File: src/rtl/mac_acc_pkg.sv
package mac_acc_pkg;

    typedef enum logic [2:0] {
        OP_NOP  = 3'd0,
        OP_LOAD = 3'd1,
        OP_CMP  = 3'd2,
        OP_LSR  = 3'd3,
        OP_ASR  = 3'd4
    } op_e;

    // status word bit positions above the extension-byte mirror
    localparam int ST_N  = 8;
    localparam int ST_Z  = 9;
    localparam int ST_C  = 10;
    localparam int ST_E  = 11;
    localparam int ST_SV = 12;
    localparam int ST_SL = 13;
    localparam int ST_W  = 16;

    typedef struct packed {
        logic sl;
        logic sv;
        logic e;
        logic c;
        logic z;
        logic n;
    } flags_t;

endpackage

File: src/rtl/mac_res_eval.sv
module mac_res_eval #(
    parameter int ACC_W = 40,
    parameter int EXT_W = 8
) (
    input  logic [ACC_W-1:0] val_i,
    output logic             ext_used_o,
    output logic             neg_o,
    output logic             zero_o
);
    localparam int TOP_W = EXT_W + 1;

    logic [TOP_W-1:0] top_bits;

    always_comb begin
        top_bits   = val_i[ACC_W-1 -: TOP_W];
        ext_used_o = (top_bits != '0) && (top_bits != '1);
        neg_o      = val_i[ACC_W-1];
        zero_o     = (val_i == '0);
    end
endmodule

File: src/rtl/mac_cmp_unit.sv
module mac_cmp_unit #(
    parameter int ACC_W = 40
) (
    input  logic [ACC_W-1:0] acc_i,
    input  logic [ACC_W-1:0] opx_i,
    output logic             borrow_o,
    output logic             neg_o,
    output logic             zero_o,
    output logic             ovf_o
);
    logic [ACC_W:0] wide;

    always_comb begin
        wide     = {1'b0, acc_i} - {1'b0, opx_i};
        borrow_o = wide[ACC_W];
        neg_o    = wide[ACC_W-1];
        zero_o   = (wide[ACC_W-1:0] == '0);
        ovf_o    = (acc_i[ACC_W-1] != opx_i[ACC_W-1]) &&
                   (wide[ACC_W-1] != acc_i[ACC_W-1]);
    end
endmodule

File: src/rtl/mac_shift_unit.sv
module mac_shift_unit #(
    parameter int ACC_W = 40,
    parameter int SH_W  = 3
) (
    input  logic [ACC_W-1:0] val_i,
    input  logic [SH_W-1:0]  cnt_m1_i,
    input  logic             arith_i,
    output logic [ACC_W-1:0] res_o,
    output logic             cout_o
);
    localparam int MAX_SH = 1 << SH_W;

    logic             fill;
    logic [ACC_W-1:0] cand [MAX_SH];
    logic             cbit [MAX_SH];

    assign fill = arith_i & val_i[ACC_W-1];

    for (genvar k = 0; k < MAX_SH; k++) begin : g_amt
        localparam int AMT = k + 1;
        assign cand[k] = {{AMT{fill}}, val_i[ACC_W-1:AMT]};
        assign cbit[k] = val_i[AMT-1];
    end

    assign res_o  = cand[cnt_m1_i];
    assign cout_o = cbit[cnt_m1_i];
endmodule

File: src/rtl/mac_acc_unit.sv
module mac_acc_unit
    import mac_acc_pkg::*;
#(
    parameter int WORD_W = 16,
    parameter int EXT_W  = 8,
    parameter int SH_W   = 3
) (
    input  logic                     clk,
    input  logic                     rst_n,
    input  logic [2:0]               op_i,
    input  logic [WORD_W-1:0]        opa_i,
    input  logic [WORD_W-1:0]        opb_i,
    input  logic [SH_W-1:0]          shamt_i,
    input  logic                     sw_we_i,
    input  logic [ST_W-1:0]          sw_wdata_i,
    input  logic                     ctl_we_i,
    input  logic                     ctl_sat_i,
    output logic [2*WORD_W+EXT_W-1:0] acc_o,
    output logic [ST_W-1:0]          status_o,
    output logic                     sat_en_o
);
    localparam int ACC_W = 2 * WORD_W + EXT_W;
    localparam int OPD_W = 2 * WORD_W;

    typedef struct packed {
        logic [ACC_W-1:0] acc;
        flags_t           fl;
        logic             sat;
    } state_t;

    state_t st_d, st_q;

    logic [ACC_W-1:0] opx;
    logic [ACC_W-1:0] sh_res;
    logic             sh_cout;
    logic             cmp_c, cmp_n, cmp_z, cmp_v;
    logic             ld_e, ld_n, ld_z;
    logic             sh_e, sh_n, sh_z;
    logic             do_asr;

    assign opx    = {{EXT_W{opb_i[WORD_W-1]}}, opb_i, opa_i};
    assign do_asr = (op_i == OP_ASR);

    mac_cmp_unit #(.ACC_W(ACC_W)) u_cmp (
        .acc_i    (st_q.acc),
        .opx_i    (opx),
        .borrow_o (cmp_c),
        .neg_o    (cmp_n),
        .zero_o   (cmp_z),
        .ovf_o    (cmp_v)
    );

    mac_shift_unit #(.ACC_W(ACC_W), .SH_W(SH_W)) u_shift (
        .val_i    (st_q.acc),
        .cnt_m1_i (shamt_i),
        .arith_i  (do_asr),
        .res_o    (sh_res),
        .cout_o   (sh_cout)
    );

    mac_res_eval #(.ACC_W(ACC_W), .EXT_W(EXT_W)) u_ld_eval (
        .val_i      (opx),
        .ext_used_o (ld_e),
        .neg_o      (ld_n),
        .zero_o     (ld_z)
    );

    mac_res_eval #(.ACC_W(ACC_W), .EXT_W(EXT_W)) u_sh_eval (
        .val_i      (sh_res),
        .ext_used_o (sh_e),
        .neg_o      (sh_n),
        .zero_o     (sh_z)
    );

    always_comb begin
        st_d = st_q;
        if (sw_we_i) begin
            st_d.acc[ACC_W-1 -: EXT_W] = sw_wdata_i[EXT_W-1:0];
            st_d.fl.n  = sw_wdata_i[ST_N];
            st_d.fl.z  = sw_wdata_i[ST_Z];
            st_d.fl.c  = sw_wdata_i[ST_C];
            st_d.fl.e  = sw_wdata_i[ST_E];
            st_d.fl.sv = sw_wdata_i[ST_SV];
            st_d.fl.sl = sw_wdata_i[ST_SL];
        end else begin
            case (op_i)
                OP_LOAD: begin
                    st_d.acc   = opx;
                    st_d.fl.n  = ld_n;
                    st_d.fl.z  = ld_z;
                    st_d.fl.e  = ld_e;
                    st_d.fl.c  = 1'b0;
                    st_d.fl.sv = 1'b0;
                end
                OP_CMP: begin
                    st_d.fl.n  = cmp_n;
                    st_d.fl.z  = cmp_z;
                    st_d.fl.c  = cmp_c;
                    st_d.fl.sv = cmp_v;
                    st_d.fl.sl = st_q.fl.sl | cmp_v;
                end
                OP_LSR, OP_ASR: begin
                    st_d.acc   = sh_res;
                    st_d.fl.n  = sh_n;
                    st_d.fl.z  = sh_z;
                    st_d.fl.e  = sh_e;
                    st_d.fl.c  = sh_cout;
                    st_d.fl.sv = 1'b0;
                end
                default: ;
            endcase
        end
        if (ctl_we_i) begin
            st_d.sat = ctl_sat_i;
        end
    end

    always_ff @(posedge clk or negedge rst_n) begin
        if (!rst_n) begin
            st_q <= '0;
        end else begin
            st_q <= st_d;
        end
    end

    always_comb begin
        status_o                = '0;
        status_o[EXT_W-1:0]     = st_q.acc[ACC_W-1 -: EXT_W];
        status_o[ST_N]          = st_q.fl.n;
        status_o[ST_Z]          = st_q.fl.z;
        status_o[ST_C]          = st_q.fl.c;
        status_o[ST_E]          = st_q.fl.e;
        status_o[ST_SV]         = st_q.fl.sv;
        status_o[ST_SL]         = st_q.fl.sl;
    end

    assign acc_o    = st_q.acc;
    assign sat_en_o = st_q.sat;
endmodule

File: config.mk
export PLATFORM = sky130hd
export DESIGN_NAME = mac_acc_unit
export DESIGN_NICKNAME = d
export VERILOG_FILES = /design/src/rtl/mac_acc_pkg.sv /design/src/rtl/mac_res_eval.sv /design/src/rtl/mac_cmp_unit.sv /design/src/rtl/mac_shift_unit.sv /design/src/rtl/mac_acc_unit.sv
export SDC_FILE = /design/constraint.sdc
export NUM_CORES = 1
export LEC_CHECK = 0
export ABC_CLOCK_PERIOD_IN_PS = 2990
export BUFFER_PORTS_ARGS = -buffer_cell sky130_fd_sc_hd__buf_2
export CAP_MARGIN = 20
export CORE_MARGIN = 3
export CORE_UTILIZATION = 51
export CTS_CLUSTER_DIAMETER = 120
export DETAILED_ROUTE_END_ITERATION = 16
export GPL_TIMING_DRIVEN = 0
export PLACE_DENSITY = 0.78
export SLEW_MARGIN = 25
export SYNTH_ARGS = -nofsm -noshare
export SYNTH_HDL_FRONTEND = slang
export SYNTH_SLANG_ARGS = --single-unit
export TNS_END_PERCENT = 10
File: constraint.sdc
create_clock -name clk -period 2.99 [get_ports clk]
set_input_delay 0.4485 -clock clk [delete_from_list [all_inputs] [get_ports clk]]
set_output_delay 0.4485 -clock clk [all_outputs]
set_load 0.01 [all_outputs]
=== Word-level counts from Yosys, hierarchy flattened ===
Index checks and enable logic that the tools add are counted.

* Flip-flop bits (word level): 47
* Bits of input ports: 59
* Logic and storage cells: 51

* Add/sub/neg operators: 1
* Magnitude comparators: 1
* Equal/unequal tests: 8
* Multiplexer cells: 13
* Bitwise operators: 4
* Reductions and logical operators: 15

{| class="wikitable"
|+ Operators by type and width
! operator !! count
|-
| $bmux W40 S3 || 1
|-
| $logic_not A40 Y1 || 3
|-
| $mux W40 || 2
|-
| $pmux W40 S2 || 1
|-
| $sub A40 B40 Y41 || 1
|-
| $ne A9 B9 Y1 const B || 2
|-
| $pmux W3 S3 || 1
|-
| $reduce_bool A9 Y1 || 1
|-
| $mux W8 || 1
|-
| $eq A3 B2 Y1 const B || 2
|-
| $mux W6 || 1
|-
| $reduce_bool A3 Y1 || 2
|-
| $ge A4 B4 Y1 const B || 1
|-
| $not A3 Y4 || 1
|-
| $pmux W1 S2 || 2
|-
| $reduce_bool A2 Y1 || 2
|-
| $reduce_bool A4 Y1 || 1
|-
| $bmux W1 S3 || 1
|-
| $eq A3 B1 Y1 const B || 1
|-
| $eq A3 B3 Y1 const B || 1
|-
| $logic_and A1 B1 Y1 || 3
|-
| $mux W1 || 3
|-
| $reduce_or A3 Y1 || 1
|-
| $ne A1 B1 Y1 || 2
|-
| 5 further kinds || 5
|}

=== Logic depth before layout (Yosys ltp) ===
* Word-level depth: 9
* Depth in mapped cells: 14
* Mapped depth without buffers: 13

=== Modules after synthesis ===
A second synthesis with hierarchy kept.

* Cells, all modules: 923
* Area, all modules: 7171.9 um^2

{| class="wikitable"
|+ By module, submodules not included
! module !! instances !! cells an instance !! area each (um^2) !! seq. area each (um^2)
|-
| mac_cmp_unit || 1 || 422 || 2693.8 || 0.0
|-
| mac_acc_unit || 1 || 257 || 2592.5 || 1176.1
|-
| mac_shift_unit || 1 || 204 || 1637.8 || 0.0
|-
| mac_res_eval || 2 || 20 || 123.9 || 0.0
|}

=== Worst setup path before layout ===
OpenSTA, ideal clock, no wires.

* Kind: input to register
* Start: input opa_i[0]
* End: register st_q, in the netlist status_o[9]
* Setup time: 0.076 ns
* Arrival: 3.242 ns
* Required time: 2.914 ns
* Setup slack: -0.328 ns
* Cell stages on the path: 12
* Buffers on the path: 0
* Cell sequence: ha_1 fa_1 nand2b_1 a21o_1 a2111oi_0 nor3_2 xor2_1 nand2_1 or4_1 nor4_1 nand4_1 o21ai_1

* Word-level cells in the longest chain between the ends: 4

{| class="wikitable"
|+ RTL lines
! element !! RTL line !! source
|-
| from (decl) || mac_acc_unit.sv:11 || <nowiki>input logic [WORD_W-1:0] opa_i,</nowiki>
|-
| $sub A40 B40 Y41 || mac_cmp_unit.sv:14 || <nowiki>wide = {1'b0, acc_i} - {1'b0, opx_i};</nowiki>
|-
| $logic_not A40 Y1 || mac_cmp_unit.sv:17 || <nowiki>zero_o = (wide[ACC_W-1:0] == '0);</nowiki>
|-
| $pmux W3 S3 * || mac_acc_unit.sv:86 || <nowiki>case (op_i)</nowiki>
|-
| $mux W6 * || mac_acc_unit.sv:77 || <nowiki>if (sw_we_i) begin</nowiki>
|-
| to (signal assigned) || mac_acc_unit.sv:122 || <nowiki>st_q <= st_d;</nowiki>
|-
| to (decl) || mac_acc_unit.sv:31 || <nowiki>state_t st_d, st_q;</nowiki>
|}

Every way passes the cells marked *; elsewhere a longest branch is shown, timed or not.
A chain may end at the register's enable or synchronous reset.

=== Worst setup path after layout ===
* Start: register st_q, in the netlist acc_o[1]
* End: register st_q, in the netlist status_o[9]

* Word-level cells in the longest chain between the ends: 6

{| class="wikitable"
|+ RTL lines
! element !! RTL line
|-
| branches (longest 4 deep; another with $sub A40 B40 Y41) || -
|-
| $pmux W3 S3 * || mac_acc_unit.sv:86
|-
| $mux W6 * || mac_acc_unit.sv:77
|}

Mark *: on every way between the ends. The select of a mux whose other input is x is not followed.

==> results_dict.tcl <==
set metrics [dict create \
    result_of_the_run "complete, but fails checks" \
    failed_checks "setup timing" \
    r2r-end "status_o[9]$_DFFE_PN0P_" \
    most_numerous_cell_in_the_yosys_netlist "sky130_fd_sc_hd__a21oi_1" \
    cts_inserted_buffers 5 \
    timing.reg2reg.setup_slack_ns -0.31 \
    gp_congestion 0.9913 \
    clk_path_buf_depth 2 \
    fill_cells 1192 \
    yosysTopAreaCellShare 0.1814 \
    wirelength_um 24360 \
    post_layout_nonfiller_instances 1165 \
    synthesized_instance_count 884 \
    worst_setup_path_start_kind "flip-flop" \
    cts_sinks 47 \
    first_global_vias 6968 \
    clock_latency_ns 0.30 \
    period_needed_ns 3.297 \
    cpMaxStageDelayCell "sky130_fd_sc_hd__dfrtp_2" \
    count_of_distinct_cell_types_in_the_synthesized_netlist 66 \
    hpwl_um 19310 \
    groute.usage.overall 0.3348 \
    post_route_cells_drive_above_1_share 0.2528 \
    power_report.internal_total_mw 2.157 \
    synth_area_per_cell_um2 7.333 \
    fp.dieH_um 118.7 \
    synth.top_cells.by_count "sky130_fd_sc_hd__a21oi_1, sky130_fd_sc_hd__nand2_1, sky130_fd_sc_hd__nor2_1, sky130_fd_sc_hd__o21ai_0, sky130_fd_sc_hd__mux2i_1" \
    use_met3 0.02775 \
    die_area_mm2 0.01410 \
    drt_pass1_iterations 5 \
    sw_frac_of_total 0.4768 \
    part_of_the_cycle_the_worst_path_needs 1.103 \
    setup_viol 5 \
    clock_tree.htree_level_count 2 \
    synth-edff-count 0 \
    crit_path_max_delay_family "simple AND/OR/NAND/NOR gates" \
    floorplan.rows 40 \
    avgViaCountPerCell 6.411 \
    synth_area_leader_cell "sky130_fd_sc_hd__dfrtp_1" \
    first_iter_violations 884 \
    clockPowerShare 0.156 \
    rr_startpoint "acc_o[1]$_DFFE_PN0P_" \
    max-cap-violations 0 \
    multiInputGateArea_mm2 0.005139 \
    slew_headroom 0.3709 \
    worst_case_clock_skew_ns 0.007151 \
    critical_path.endpoint_type "flip-flop" \
    timing.critical_path.required_ns 3.21 \
    maximum_fanout_along_the_worst_path 4 \
    finalMaxSlewViolations 0 \
    grt_max_degree 48 \
    share_comb_of_total_power 0.604 \
    synth.cell_area_mm2 0.006482 \
    cts.root.buffer_cell "sky130_fd_sc_hd__clkbuf_16" \
    grt.overflow.total 0 \
    dp.cells 1162 \
    async_flop_share 1.000 \
    setup_slack_ns -0.3075 \
    drc 0 \
    number_of_diodes 0 \
    finish.instance_area_mm2 0.007736 \
    initial_utilization 0.5308 \
    cp_common_cell "sky130_fd_sc_hd__nand4_1" \
    global_route.usage.met2 0.5393 \
    critical_path.cell_chain "ha_1 > nor2b_1 > o2111a_2 > o2111ai_2 > a211oi_4 > or3_4 > a2111oi_4 > nand4_1 > nor4_4 > nand4_1 > o21ai_1" \
    synth.area.top_cells "sky130_fd_sc_hd__dfrtp_1, sky130_fd_sc_hd__a21oi_1, sky130_fd_sc_hd__ha_1, sky130_fd_sc_hd__mux2i_1, sky130_fd_sc_hd__mux4_2" \
    cp_data_arrival_time_ns 3.52 \
    antenna_found_initial 0 \
    ys_seq_area_frac 0.1814 \
    tritoncts "yes" \
    sequential_cell_area_mm2 0.001194 \
    count_of_boundary_i_o_pins 116 \
    max_incr_delay_on_cp_ns 0.42 \
    worst_r2r_path_depth 11 \
    grt_most_used_layer "met2" \
    final-hold-violation-count 0 \
    worst-path-buf-inv 0 \
    min_path_type "input pin to async pin" \
    synth_ff_type "sky130_fd_sc_hd__dfrtp_1" \
    fp.coreArea_mm2 0.01221 \
    cts_hold_buf 0 \
    nNetsFinal 1097 \
    fmaxAchievable_mhz 303.3 \
    port_buffers 109 \
    area_growth_pct 19.34 \
    power.total_mw 4.123 \
    grt_first_pass_wirelength_um 38210 \
    post_dp_cell_area_mm2 0.007276 \
    detailroute.via_count 7469 \
    floorplan.die.width_um 118.7 \
    power.density_cell_area_mw_per_mm2 533.0 \
    grt_use_met1 0.4792 \
    grt_setup_unrepaired "true" \
    timing.setup.critical_path_class "flip-flop to flip-flop" \
    yosys_register_bits 47 \
    setup-tns-final_ns -0.5596 \
    max_slew.worst_pin.slew_ns 0.9374 \
    final_antenna_net_count 0 \
    avgRoutedWirePerCell_um 20.91 \
    ys.warnings.count 0 \
    seqPwrFrac 0.240 \
    total_switching_power_mw 1.966 \
    ir_drop_mv 0.4216 \
    path_clk_slew_ns 0.07 \
    leakagePower_nw 3.486 \
]
final cells by class:
class                           count  area share
Timing Repair Buffer              116     0.07763
Multi-Input combinational cell    725      0.6642
Tap cell                          168     0.02717
Clock buffer                        6     0.01666
Buffer                             51     0.03138
Sequential cell                    47      0.1543
Clock inverter                      1    0.003882
Inverter                           51     0.02475
cell usage in the layout (no fill, tap or decap), drive strengths merged, types with 6 or more instances in the layout:
| master | instances |
|---|---|
| nand2 | 105 |
| o2111ai | 7 |
| xnor2 | 8 |
| nand3 | 14 |
| and3 | 9 |
| a211oi | 11 |
| a21o | 7 |
| buf | 138 |
| ha | 40 |
| nor2b | 9 |
| nor4 | 17 |
| nor2 | 87 |
| a31oi | 6 |
| nand2b | 13 |
| dfrtp | 47 |
| inv | 50 |
| o22ai | 6 |
| mux2 | 11 |
| a21oi | 108 |
| and2 | 6 |
| o21ai | 75 |
| xor2 | 9 |
| nor3 | 17 |
| mux2i | 50 |
| nand4 | 20 |
| o211ai | 8 |
| mux4 | 20 |
| clkbuf | 35 |
kinds of logic (layout without fill, tap and decap cells):
family,count (synthesis),in the layout,share of synthesized area
other,1,2,0.0005785
adder cells (fa/ha/maj),41,41,0.08029
XOR/XNOR,17,17,0.02297
AO/OA/AOI/OAI,268,268,0.2463
multiplexers,81,81,0.1658
flip-flops,47,47,0.1814
buffers and inverters,113,225,0.07238
AND/OR/NAND/NOR,316,316,0.2303
power by group through the flow:
stage	Sequential, mW	Clock (mW)	Combinational [mW]
6_report	0.991	0.643	2.49
5_1_grt	1.00	0.664	2.71
4_1_cts	0.970	0.647	2.36
3_5_place_dp	0.988	0	2.22
3_3_place_gp	0.983	0	2.21
2_1_floorplan	0.938	0	1.56
stage by stage:
stage	hold slack [ns]	util	worst slack, ns
final	0.1570	0.6335	-0.3075
after global routing	0.2052	0.6335	-0.3942
after CTS	0.1861	0.6242	-0.2648
after detailed placement	0.4993	0.5958	-0.9855
after global placement	0.4923	0.5956	-1.027
after floorplan	0.1529	-	0.002828
state kept, by name (all words and copies together), names as in the netlist:
register	flops
acc_o	40
sat_en_o	1
status_o	6
metal layers:
layer  part of all wire  vias to the layer above  wire, um
met5                  0                        -         0
met4              0.027                        0       666
met3              0.077                       49      1887
met2               0.46                      392     11220
met1               0.43                     3559     10580
li1                   -                     3469         -
how the worst max path moves through the flow:
stage / slack [ns] / depth (start not counted) / end / from
final: -0.31 / 11 / status_o[9]$_DFFE_PN0P_ / acc_o[1]$_DFFE_PN0P_
after global routing: -0.39 / 11 / status_o[9]$_DFFE_PN0P_ / acc_o[5]$_DFFE_PN0P_
after CTS: -0.26 / 13 / status_o[9]$_DFFE_PN0P_ / acc_o[0]$_DFFE_PN0P_
after detailed placement: -0.99 / 13 / status_o[9]$_DFFE_PN0P_ / opa_i[3]
after global placement: -1.03 / 13 / status_o[9]$_DFFE_PN0P_ / opa_i[3]
after floorplan: 0.003 / 13 / status_o[9]$_DFFE_PN0P_ / acc_o[0]$_DFFE_PN0P_
what timing repair did:
item                                    4_1_cts  5_1_grt
hold endpoints to repair                      0        0
gates cloned                                  0        0
buffers inserted                              6        1
resized for setup                            49       41
pin swaps                                    19        5
endpoints found under the setup margin        5        6
(Power assumes the default switching activity.)
